--- src/rtl/serEeprom_pkg.sv ---
package serEeprom_pkg;

  typedef enum logic [2:0] {
    ST_IDLE,
    ST_SEL,
    ST_CMD,
    ST_DATA,
    ST_FIN
  } ctrlState_t;

  typedef struct packed {
    logic loadCmd;
    logic shiftCmd;
    logic sampleIn;
    logic lastSample;
    logic captureSize;
    logic driveCmd;
  } ctrlStrobe_t;

  localparam logic [2:0] READ_OPCODE = 3'b110;

endpackage

--- src/rtl/serEepromCtrl.sv ---
module serEepromCtrl
  import serEeprom_pkg::*;
#(
  parameter int DIV_W       = 8,
  parameter int WIDE_ADDR   = 8,
  parameter int NARROW_ADDR = 6,
  parameter int WORD_W      = 16
) (
  input  logic             clk,
  input  logic             rstN,
  input  logic             startReq,
  input  logic             sizeReq,
  input  logic [DIV_W-1:0] divLimit,
  input  logic             addrWide,
  output ctrlStrobe_t      strb,
  output logic             csOut,
  output logic             sclkOut,
  output logic             busy,
  output logic             done
);

  localparam int CMD_WIDE   = WIDE_ADDR + 3;
  localparam int CMD_NARROW = NARROW_ADDR + 3;
  localparam int CNT_MAX    = (CMD_WIDE > WORD_W) ? CMD_WIDE : WORD_W;
  localparam int CNT_W      = $clog2(CNT_MAX + 1);

  ctrlState_t       state;
  logic [DIV_W-1:0] divCnt;
  logic [DIV_W-1:0] divLimQ;
  logic [CNT_W-1:0] bitCnt;
  logic [CNT_W-1:0] cmdLenQ;
  logic             hiPh;
  logic             sizeQ;
  logic             phaseEnd;
  logic [CNT_W-1:0] cmdLenNew;

  assign phaseEnd  = (divCnt == divLimQ);
  assign cmdLenNew = addrWide ? CNT_W'(CMD_WIDE) : CNT_W'(CMD_NARROW);

  always_ff @(posedge clk) begin
    if (!rstN) begin
      state   <= ST_IDLE;
      divCnt  <= '0;
      divLimQ <= '0;
      bitCnt  <= '0;
      cmdLenQ <= '0;
      hiPh    <= 1'b0;
      sizeQ   <= 1'b0;
    end else begin
      if (state == ST_IDLE || phaseEnd) divCnt <= '0;
      else divCnt <= divCnt + 1'b1;
      case (state)
        ST_IDLE: begin
          if (startReq) begin
            state   <= ST_SEL;
            divLimQ <= divLimit;
            cmdLenQ <= cmdLenNew;
            sizeQ   <= sizeReq;
            hiPh    <= 1'b0;
            bitCnt  <= '0;
          end
        end
        ST_SEL: begin
          if (phaseEnd) begin
            state  <= ST_CMD;
            hiPh   <= 1'b0;
            bitCnt <= '0;
          end
        end
        ST_CMD: begin
          if (phaseEnd) begin
            if (!hiPh) begin
              hiPh <= 1'b1;
            end else begin
              hiPh <= 1'b0;
              if (bitCnt == cmdLenQ - 1'b1) begin
                state  <= ST_DATA;
                bitCnt <= '0;
              end else begin
                bitCnt <= bitCnt + 1'b1;
              end
            end
          end
        end
        ST_DATA: begin
          if (phaseEnd) begin
            if (!hiPh) begin
              hiPh <= 1'b1;
            end else begin
              hiPh <= 1'b0;
              if (bitCnt == CNT_W'(WORD_W - 1)) state <= ST_FIN;
              else bitCnt <= bitCnt + 1'b1;
            end
          end
        end
        ST_FIN: state <= ST_IDLE;
        default: state <= ST_IDLE;
      endcase
    end
  end

  always_comb begin
    strb             = '0;
    strb.loadCmd     = (state == ST_IDLE) && startReq;
    strb.shiftCmd    = (state == ST_CMD) && phaseEnd && hiPh;
    strb.sampleIn    = (state == ST_DATA) && phaseEnd && hiPh;
    strb.lastSample  = strb.sampleIn && (bitCnt == CNT_W'(WORD_W - 1));
    strb.captureSize = strb.lastSample && sizeQ;
    strb.driveCmd    = (state == ST_CMD);
  end

  assign csOut   = (state == ST_SEL) || (state == ST_CMD) || (state == ST_DATA);
  assign sclkOut = ((state == ST_CMD) || (state == ST_DATA)) && hiPh;
  assign busy    = (state != ST_IDLE);
  assign done    = (state == ST_FIN);

endmodule

--- src/rtl/serEepromData.sv ---
module serEepromData
  import serEeprom_pkg::*;
#(
  parameter int WIDE_ADDR   = 8,
  parameter int NARROW_ADDR = 6,
  parameter int WORD_W      = 16,
  parameter int SIZE_BIT    = 15
) (
  input  logic                 clk,
  input  logic                 rstN,
  input  ctrlStrobe_t          strb,
  input  logic                 sizeReq,
  input  logic [WIDE_ADDR-1:0] wordAddr,
  input  logic                 sdIn,
  output logic                 sdOut,
  output logic [WORD_W-1:0]    rdWord,
  output logic                 addrWide
);

  localparam int CMD_W = WIDE_ADDR + 3;
  localparam int PAD_W = WIDE_ADDR - NARROW_ADDR;

  logic [CMD_W-1:0]     cmdShift;
  logic [CMD_W-1:0]     cmdWideVal;
  logic [CMD_W-1:0]     cmdNarrowVal;
  logic [WIDE_ADDR-1:0] addrPick;
  logic [WORD_W-1:0]    inShift;
  logic [WORD_W-1:0]    nextWord;

  assign addrPick   = sizeReq ? '1 : wordAddr;
  assign cmdWideVal = {READ_OPCODE, addrPick};

  generate
    if (PAD_W > 0) begin : gNarrowPad
      assign cmdNarrowVal = {READ_OPCODE, addrPick[NARROW_ADDR-1:0], {PAD_W{1'b0}}};
    end else begin : gNarrowSame
      assign cmdNarrowVal = {READ_OPCODE, addrPick};
    end
  endgenerate

  assign nextWord = {inShift[WORD_W-2:0], sdIn};

  always_ff @(posedge clk) begin
    if (!rstN) begin
      cmdShift <= '0;
      inShift  <= '0;
      rdWord   <= '0;
      addrWide <= 1'b1;
    end else begin
      if (strb.loadCmd) cmdShift <= addrWide ? cmdWideVal : cmdNarrowVal;
      else if (strb.shiftCmd) cmdShift <= {cmdShift[CMD_W-2:0], 1'b0};
      if (strb.sampleIn) inShift <= nextWord;
      if (strb.lastSample) rdWord <= nextWord;
      if (strb.captureSize) addrWide <= nextWord[SIZE_BIT];
    end
  end

  assign sdOut = strb.driveCmd & cmdShift[CMD_W-1];

endmodule

--- src/rtl/serEepromReader.sv ---
module serEepromReader
  import serEeprom_pkg::*;
#(
  parameter int DIV_W       = 8,
  parameter int WIDE_ADDR   = 8,
  parameter int NARROW_ADDR = 6,
  parameter int WORD_W      = 16,
  parameter int SIZE_BIT    = 15
) (
  input  logic                 clk,
  input  logic                 rstN,
  input  logic                 startReq,
  input  logic                 sizeReq,
  input  logic [WIDE_ADDR-1:0] wordAddr,
  input  logic [DIV_W-1:0]     divLimit,
  input  logic                 sdIn,
  output logic                 csOut,
  output logic                 sclkOut,
  output logic                 sdOut,
  output logic                 busy,
  output logic                 done,
  output logic [WORD_W-1:0]    rdWord,
  output logic                 addrWide
);

  ctrlStrobe_t strb;

  serEepromCtrl #(
    .DIV_W(DIV_W), .WIDE_ADDR(WIDE_ADDR), .NARROW_ADDR(NARROW_ADDR), .WORD_W(WORD_W)
  ) uCtrl (
    .clk(clk), .rstN(rstN), .startReq(startReq), .sizeReq(sizeReq),
    .divLimit(divLimit), .addrWide(addrWide), .strb(strb),
    .csOut(csOut), .sclkOut(sclkOut), .busy(busy), .done(done)
  );

  serEepromData #(
    .WIDE_ADDR(WIDE_ADDR), .NARROW_ADDR(NARROW_ADDR), .WORD_W(WORD_W), .SIZE_BIT(SIZE_BIT)
  ) uData (
    .clk(clk), .rstN(rstN), .strb(strb), .sizeReq(sizeReq), .wordAddr(wordAddr),
    .sdIn(sdIn), .sdOut(sdOut), .rdWord(rdWord), .addrWide(addrWide)
  );

endmodule

--- config.mk ---
export PLATFORM = sky130hd
export DESIGN_NAME = serEepromReader
export DESIGN_NICKNAME = d
export VERILOG_FILES = /design/src/rtl/serEeprom_pkg.sv /design/src/rtl/serEepromCtrl.sv /design/src/rtl/serEepromData.sv /design/src/rtl/serEepromReader.sv
export SDC_FILE = /design/constraint.sdc
export NUM_CORES = 1
export LEC_CHECK = 0
export BUFFER_PORTS_ARGS = -buffer_cell sky130_fd_sc_hd__buf_2
export CORE_MARGIN = 1.5
export CORE_UTILIZATION = 57
export CTS_CLUSTER_DIAMETER = 80
export DETAILED_ROUTE_END_ITERATION = 10
export GPL_TIMING_DRIVEN = 0
export PLACE_DENSITY = 0.79
export REMOVE_ABC_BUFFERS = 1
export SYNTH_ARGS = -nofsm -noshare
export SYNTH_HDL_FRONTEND = slang
export SYNTH_SLANG_ARGS = --single-unit
--- constraint.sdc ---
create_clock -name clk -period 2.43 [get_ports clk]
set_input_delay 0.243 -clock clk [delete_from_list [all_inputs] [get_ports clk]]
set_output_delay 0.243 -clock clk [all_outputs]
set_load 0.02 [all_outputs]
# After elaboration in Yosys (flattened, before gate mapping)
# Cells that the tools add are included.
[totals]
register_bits = 74
inputBits = 21
out_inout_bits = 22
word_cells = 84
[classes]
add_sub_neg = 3
n_eq_ne = 17
muxes = 28
n_bitwise = 2
reduce_logical = 23
[ops]
columns = ["operator", "n"]
rows = [
  ["5-bit 2-to-1 mux", 8],
  ["3-bit 2-to-1 mux", 8],
  ["11-bit 2-to-1 mux", 2],
  ["5-bit one-hot mux with 4 select lines", 1],
  ["8-bit 2-to-1 mux", 2],
  ["8-bit AND reduction", 2],
  ["3-bit one-hot mux with 4 select lines", 1],
  ["2-bit by 1-bit != test with 1-bit output, second input constant", 5],
  ["2-bit != test, second input constant", 5],
  ["8-bit by 1-bit adder with 8-bit output, second input constant", 1],
  ["8-bit == test", 1],
  ["1-bit logical AND", 8],
  ["3-bit by 2-bit == test with 1-bit output, second input constant", 2],
  ["3-bit nonzero test", 2],
  ["5-bit by 1-bit adder with 5-bit output, second input constant", 1],
  ["5-bit by 4-bit == test with 1-bit output, second input constant", 1],
  ["5-bit == test", 1],
  ["5-bit by 1-bit subtractor with 5-bit output, second input constant", 1],
  ["1-bit logical OR", 4],
  ["1-bit 2-to-1 mux", 4],
  ["4-bit AND reduction", 1],
  ["4-bit nonzero test", 1],
  ["2-bit OR reduction", 2],
  ["3-bit by 1-bit == test with 1-bit output, second input constant", 1],
  ["8 further kinds", 8],
]

# Logic depth before layout (Yosys ltp)
# Gate-level depths: netlist of run 1.
[logic_depth]
depth_word = 6
ltp_mapped = 9
depth_no_buf = 8

# By module
# A second synthesis of run 1 with hierarchy kept.
[unflattened]
hier_cells = 335
hier_area_um2 = 3290.7
[by_module_without_submodules]
columns = ["mod", "instances", "cells_each", "area_each_um2", "seq_area_each_um2"]
rows = [
  ["serEepromData", 1, 157, 1765.4, 860.8],
  ["serEepromCtrl", 1, 178, 1525.2, 560.5],
]

# Worst setup path before layout of run 1
# Ideal clock, no wire load.
[synth_timing]
kind = "register to register"
start = "register uCtrl.bitCnt[0]"
end = "register uCtrl.bitCnt[2]"
setup_ns = 0.117
arrival_ns = 2.102
required_time_ns = 2.313
path_slack_ns = 0.210
stages_incl_launch_ff = 10
n_path_buf = 1
synth_period_minus_slack_ns = 2.220
path_cell_list = "dfxtp_1 ha_1 and3_1 ha_1 clkbuf_1 inv_1 nor2_1 o41ai_2 o2111ai_1 a32o_1"
[synth_between]
elab_chain_cells = 5
word_cells_on_any_way = 12
cone_classes = "1 x add/sub; 3 x eq/ne; 7 x mux; 1 x reduce/logical"
[synth_lines]
columns = ["element", "line_no", "source"]
rows = [
  ["start: declaration", "serEepromCtrl.sv:30", "logic [CNT_W-1:0] bitCnt;"],
  ["start signal: assignment", "serEepromCtrl.sv:80", "bitCnt <= bitCnt + 1'b1;"],
  ["start signal: assignment", "serEepromCtrl.sv:92", "else bitCnt <= bitCnt + 1'b1;"],
  ["5-bit by 1-bit adder with 5-bit output / 5-bit == test (equally long branches)", "serEepromCtrl.sv:80, serEepromCtrl.sv:92, serEepromCtrl.sv:76", ""],
  ["5-bit 2-to-1 mux (on tied branches)", "serEepromCtrl.sv:91, serEepromCtrl.sv:76", ""],
  ["5-bit 2-to-1 mux (on tied branches)", "serEepromCtrl.sv:87, serEepromCtrl.sv:72", ""],
  ["5-bit 2-to-1 mux (on tied branches)", "serEepromCtrl.sv:86, serEepromCtrl.sv:71", ""],
  ["5-bit one-hot mux with 4 select lines", "serEepromCtrl.sv:52", "case (state)"],
]
# Several ways; a longest one is shown, not always the timed one. The select of a mux whose other input is x is not followed.
# A chain may end at the register's enable or synchronous reset.

# Final worst setup path of run 1
[layout_timing]
start = "register uCtrl.bitCnt[0]"
end = "register uCtrl.bitCnt[3]"
# The elaborated chain is that of the path after synthesis.

==> results of run 1 <==
logic make-up after synthesis:
| logic type | count (synthesis) | synth area share, % |
|---|---|---|
| and+or+nand+nor | 138 | 21.0 |
| adders and majority gates | 5 | 1.91 |
| buffers and inverters | 33 | 4.12 |
| muxes | 23 | 7.02 |
| AOI/OAI and AO/OA | 90 | 18.1 |
| DFF | 71 | 43.3 |
| xor gates and xnor gates | 17 | 4.54 |
timing repair:
action | CTS | global route
endpoints found under the setup margin | 8 | 36
pin swaps | 0 | 2
gates cloned | 0 | 0
resized for setup | 2 | 1
hold buffers | 0 | 0
setup buffers | 1 | 4
worst paths after layout:
check                                       from          endpoint  slack, ps
worst max-delay path             uCtrl.bitCnt[0]   uCtrl.bitCnt[3]         50
worst max register to register   uCtrl.bitCnt[0]   uCtrl.bitCnt[3]         50
worst min register to register  uCtrl.divLimQ[7]  uCtrl.divLimQ[7]        470
worst min-delay path                 divLimit[7]  uCtrl.divLimQ[7]        120
registers in the layout, indices dropped and copies added, names as in the netlist:
| name | flops |
|---|---|
| uData.rdWord | 16 |
| uData.inShift | 15 |
| uData.cmdShift | 11 |
| uCtrl.divCnt | 8 |
| uCtrl.divLimQ | 8 |
| uCtrl.bitCnt | 5 |
| uCtrl.state | 3 |
| uCtrl.cmdLenQ | 2 |
| uCtrl.hiPh | 1 |
| uCtrl.sizeQ | 1 |
| uData.addrWide | 1 |
area by class of cell:
type / instances / area [um^2] / area share [%]
clock buffer: 11 / 151 / 3.95
clock inverter: 5 / 80.1 / 2.09
inverter: 10 / 41.3 / 1.08
multi-input combinational: 273 / 1750 / 45.5
sequential: 71 / 1420 / 37.1
tap: 72 / 90.1 / 2.35
timing repair buffer: 50 / 307 / 7.99
worst reg2reg max path, stage by stage, from the launching register on:
cell,delay (ps)
dfxtp_1,380
ha_1,250
and3_1,220
ha_4,240
clkinvlp_4,130
nor2_1,60
o41ai_2,480
o2111ai_1,210
a32o_1,300
layer usage:
layer	global-route usage (%)	wire length (um)	share of wire [%]
met5	0	0	0
met4	10.9	133	1.9
met3	6.90	336	4.7
met2	38.9	3310	46
met1	32.4	3350	47
metrics by stage:
step / utilization, % / TNS (ps) / cell area, um^2 / std cells
after global placement: 62.9 / -16670 / 3480 / 468
after floorplan: - / 0 / 3180 / 354
after global routing: 69.2 / -71.6 / 3840 / 492
after detailed placement: 63.9 / -2750 / 3540 / 471
final: 69.2 / 0 / 3840 / 492
after CTS: 68.3 / 0 / 3780 / 488
synth_stat cells, types with 5 or more instances:
cell type  instances
o21ai_1            8
dfxtp_1           71
a21oi_1           37
nand2_1           25
ha_1               5
xnor2_1           13
nor2b_1            7
and3_1             7
a211oi_1          11
inv_1              9
mux2i_1           23
nand3_1           22
nor2_1            49
o21ai_0           13
clkbuf_1          16
nand4_1            6
buf_2              6
power by group through the flow:
stage	Clock, mW	Combinational (mW)	Sequential [mW]
after global routing	1.15	1.30	1.42
after floorplan	0	0.861	1.39
after CTS	1.10	1.13	1.40
final	1.09	1.18	1.40
after global placement	0	1.06	1.41
after detailed placement	0	1.11	1.42
==> summary.txt, run 1 <==
Logic synthesis
  • Main flop type after synthesis: dfxtp_1
  • Post-synth EDFFs: 0
  • Synth top area share: a little over two fifths
  • Synth Register Bits: just over 70
  • Synthesized netlist cell count: ~380
  • Cell taking the most area after synthesis: dfxtp_1
  • Synth warn: 0
  • Post-synth ARST share: 0%
  • Register area share after synthesis: 43.3%
  • Synth Cell Area: 3280 um^2
  • Yosys cell types: 48
  • Avg Inst Size Synth: 8.70 um^2
  • Ranking of synthesized cells by area: dfxtp_1 (43%), mux2i_1 (7.0%), a21oi_1 (5.6%), nor2_1 (5.6%), xnor2_1 (3.5%)

Floorplanning
  • Die X-Extent: 78.9 um
  • Die height: 78.9 um
  • I/O Pins: 43
  • Die area: 6220 um^2
  • Core ar.: 5540 um^2
  • Rows: 27
  • Initial core utilization: ~60%

Timing
  • Fmax: 421 MHz
  • Rel. slew slack: roughly half
  • Worst Skew: 7.22 ps
  • Final worst-path setup slack: 52.8 ps
  • Slew Limit Fails: 0
  • Min cycle time layout: 2380 ps
  • Tcrit/Tclk final: 97.8%
  • RSZ-0062 raised after global routing: true
  • Final setup viols: 0
  • Worst slew pin tran: 737 ps
  • Fin. Hold Viols: 0
  • Hold_ws: roughly 120 ps

Power and ir drop
  • Sequential share of power: a little under two fifths
  • Pwr/cell area: about 960 nW/um^2
  • Power, Total: 3.66 mW
  • VDD IR-drop max: 0.000482 V
  • Clk pwr share: 29.6%
  • Internal power: 2.36 mW
  • Comb power frac: 32.1%
  • Psw: 1.31 mW
  • Sw frac: a little over a third
  • Leak: 1.56 nW

Clock network
  • Deepest clock path buffer count: 2
  • Clock transition at path regs: 80 ps
  • Skew-Pair Late Insertion Delay: 350 ps
  • CTS tree: yes
  • CTS buffer count: 9
  • H-tree depth: 3
  • Clock Sinks: 71
  • CTS root buffer: clkbuf_8

Global route
  • Vias in the first global route: 2657
  • Global-route wire length before repair: 12200 um
  • Overflow after GRT: 0
  • GR Util All Layers: between 20% and 30%
  • Maximum number of pins on one net before global-route repair: 45
  • Initial antenna violation count: 0

Routing
  • WL/cell: 14.5 um
  • Pre-antenna DRT Iters: 4
  • Antenna-violating nets left: 0
  • Vias per cell: 5.75
  • 1st-iter DRT viols: 221
  • DR DRC count: 0
  • Routed WL: 7130 um
  • Vias: about 2800

Critical path
  • CP top delay family: compound AO/OA/AOI/OAI gates
  • WP buf/inv: 1
  • Worst path depth: 8
  • Worst Path Class, Setup: reg -> reg
  • Slowest cell delay on critical path: 480 ps
  • Crit-path slowest cell: o41ai_2
  • Crit end category: flip-flop
  • Critical Path AT: 2620 ps
  • Worst Path Required: 2680 ps
  • Crit path cell chain: ha_1, and3_1, ha_4, clkinvlp_4, nor2_1, o41ai_2, o2111ai_1, a32o_1
  • Crit start category: flip-flop
  • Worst-path fanout max: 18
  • Worst r2r path cells: 8

Placed design
  • Pre-CTS setup slack: -482 ps
  • IO buf count: 42
  • Post-DP HPWL: 4610 um
  • Final GP Congestion: between 0.9 and 1

Worst hold path
  • Min-Delay Path Class: in -> reg
  • Hold path depth: 3

Layout
  • Most frequent cells in the layout: dfxtp_1 (71), nor2_1 (49), buf_2 (42)
  • Layout cells sized above 1: 19.0%
  • N_diodes: 0
  • Most common cell after layout, fill and taps aside: dfxtp_1
  • Area grow syn2layout: 16.9%
  • # fillers: 453
  • NumNets Final: ~440

Run
  • Maxcap violations: 0

Outcome
  • Status: finished clean
(Power assumes the default switching activity.)
==> inputs of run 2 (changes only) <==
PLACE_DENSITY = 0.86   (was 0.79)
==> run 2 against run 1 <==
Net effect:
- total power up 2.6%
- hold slack better by 9.4 ps
- worst setup slack better by 45 ps
- via count up 2.8%
==> summary.txt, run 2 (synthesized netlist as in run 1, its figures left out) <==
Outcome
  • Status: finished clean

Floorplanning
  • Die X-Extent: 78.9 um
  • Core ar.: 5540 um^2
  • Die area: 6220 um^2
  • Initial core utilization: around 59%
  • Die height: 78.9 um
  • Rows: 27
  • I/O Pins: 43

Critical path
  • Critical Path AT: 2580 ps
  • Worst path depth: 8
  • Worst-path fanout max: 18
  • Worst Path Class, Setup: reg -> reg
  • Crit-path slowest cell: o41ai_2
  • Crit end category: flip-flop
  • WP buf/inv: 1
  • Worst Path Required: 2680 ps
  • Worst r2r path cells: 8
  • Slowest cell delay on critical path: 460 ps
  • Crit start category: flip-flop
  • Crit path cell chain: ha_1, and3_1, ha_4, clkinvlp_4, nor2_1, o41ai_2, o2111ai_1, a32o_1
  • CP top delay family: compound AO/OA/AOI/OAI gates

Placed design
  • Post-DP HPWL: 4700 um
  • Placed cell area: 3520 um^2
  • IO buf count: 42
  • Final GP Congestion: 0.872
  • Pre-CTS setup slack: -454 ps

Run
  • Maxcap violations: 0

Routing
  • Antenna-violating nets left: 0
  • Vias: 2909
  • Routed WL: 7620 um
  • DR DRC count: 0
  • Pre-antenna DRT Iters: 5
  • WL/cell: 15.5 um
  • Vias per cell: 5.91
  • 1st-iter DRT viols: 260

Layout
  • Most frequent cells in the layout: dfxtp_1 (71), nor2_1 (49), buf_2 (42)
  • Layout cells sized above 1: approximately a fifth
  • Biggest register: uData.rdWord
  • Register area: about 1400 um^2
  • Max reg flops: 16
  • Final core occ: 69.7%
  • Design area: 3860 um^2
  • Top Registers: uData.rdWord x16, uData.inShift x15, uData.cmdShift x11
  • N_diodes: 0
  • Most common cell after layout, fill and taps aside: dfxtp_1
  • NumNets Final: 441
  • Area taken by multi-input logic gates: 1750 um^2
  • # fillers: 407
  • Area grow syn2layout: 17.7%

Timing
  • Fmax: 429 MHz
  • Min cycle time layout: 2330 ps
  • Slew Limit Fails: 0
  • RSZ-0062 raised after global routing: false
  • Final setup viols: 0
  • Fin. Hold Viols: 0
  • Rel. slew slack: 33.4%
  • Final worst-path setup slack: 97.9 ps
  • Hold_ws: between 100 and 150 ps
  • Worst Skew: 12.3 ps
  • Tcrit/Tclk final: 96.0%
  • Worst slew pin tran: 998 ps

Global route
  • GR Util All Layers: between 20% and 30%
  • Initial antenna violation count: 0
  • Vias in the first global route: between 2000 and 3000
  • Maximum number of pins on one net before global-route repair: 61
  • Global-route wire length before repair: 12500 um
  • Overflow after GRT: 0

Clock network
  • CTS root buffer: clkbuf_8
  • Deepest clock path buffer count: 2
  • Clock transition at path regs: 80 ps
  • H-tree depth: 3
  • CTS tree: yes
  • Hold_buf cts: 0
  • Skew-Pair Late Insertion Delay: ~350 ps
  • CTS buffer count: 9
  • Clock Sinks: 71

Power and ir drop
  • Pwr/cell area: 974 nW/um^2
  • Leak: 1.58 nW
  • VDD IR-drop max: 0.000495 V
  • Power, Total: 3.76 mW

Worst hold path
  • Min-Delay Path Class: in -> reg
  • Hold path depth: 3
==> run 2: final cells by class <==
| class | count | area share, % |
|---|---|---|
| tap | 72 | 2.33 |
| timing repair buffer | 50 | 8.04 |
| clock buffer | 10 | 3.31 |
| clock inverter | 6 | 2.98 |
| inverter | 10 | 1.07 |
| sequential | 71 | 36.8 |
| multi-input combinational | 273 | 45.4 |
==> run 2: final timing paths <==
kind	startpoint	endpoint	slack [ps]
hold / removal	divLimit[1]	uCtrl.divLimQ[1]	130
hold reg to reg	uCtrl.divLimQ[3]	uCtrl.divLimQ[3]	480
setup / recovery	uCtrl.bitCnt[0]	uCtrl.bitCnt[3]	100
setup reg to reg	uCtrl.bitCnt[0]	uCtrl.bitCnt[3]	100
==> run 2: report_power, final <==
part	internal, mW	switching (mW)	total [mW]
Sequential	1.28	0.129	1.41
Combinational	0.437	0.759	1.20
Clock	0.690	0.466	1.16
Total	2.41	1.35	3.76
==> run 2: worst register-to-register path, cell delays in order (launching register included) <==
cell,delay (ps)
dfxtp_1,370
ha_1,250
and3_1,210
ha_4,230
clkinvlp_4,130
nor2_1,70
o41ai_2,460
o2111ai_1,220
a32o_1,300
==> run 2: through the flow <==
step | instances | TNS, ps
after floorplan | 354 | 0
after global placement | 468 | -14790
after detailed placement | 470 | -2610
after CTS | 492 | 0
after global routing | 492 | 0
final | 492 | 0
==> run 2: routing by layer <==
metal	up-vias	share of wire, %	track usage, %
li1	1415	-	-
met1	1372	44	33.2
met2	111	48	40.3
met3	11	6.1	6.67
met4	0	1.4	12.5
met5	-	0	0
==> run 2: repair_timing <==
item | 4_1_cts | 5_1_grt
gates resized for setup | 2 | 2
pin swaps | 1 | 2
setup buffers | 6 | 0
hold endpoints to repair | 0 | 0
setup endpoints to repair | 19 | 11
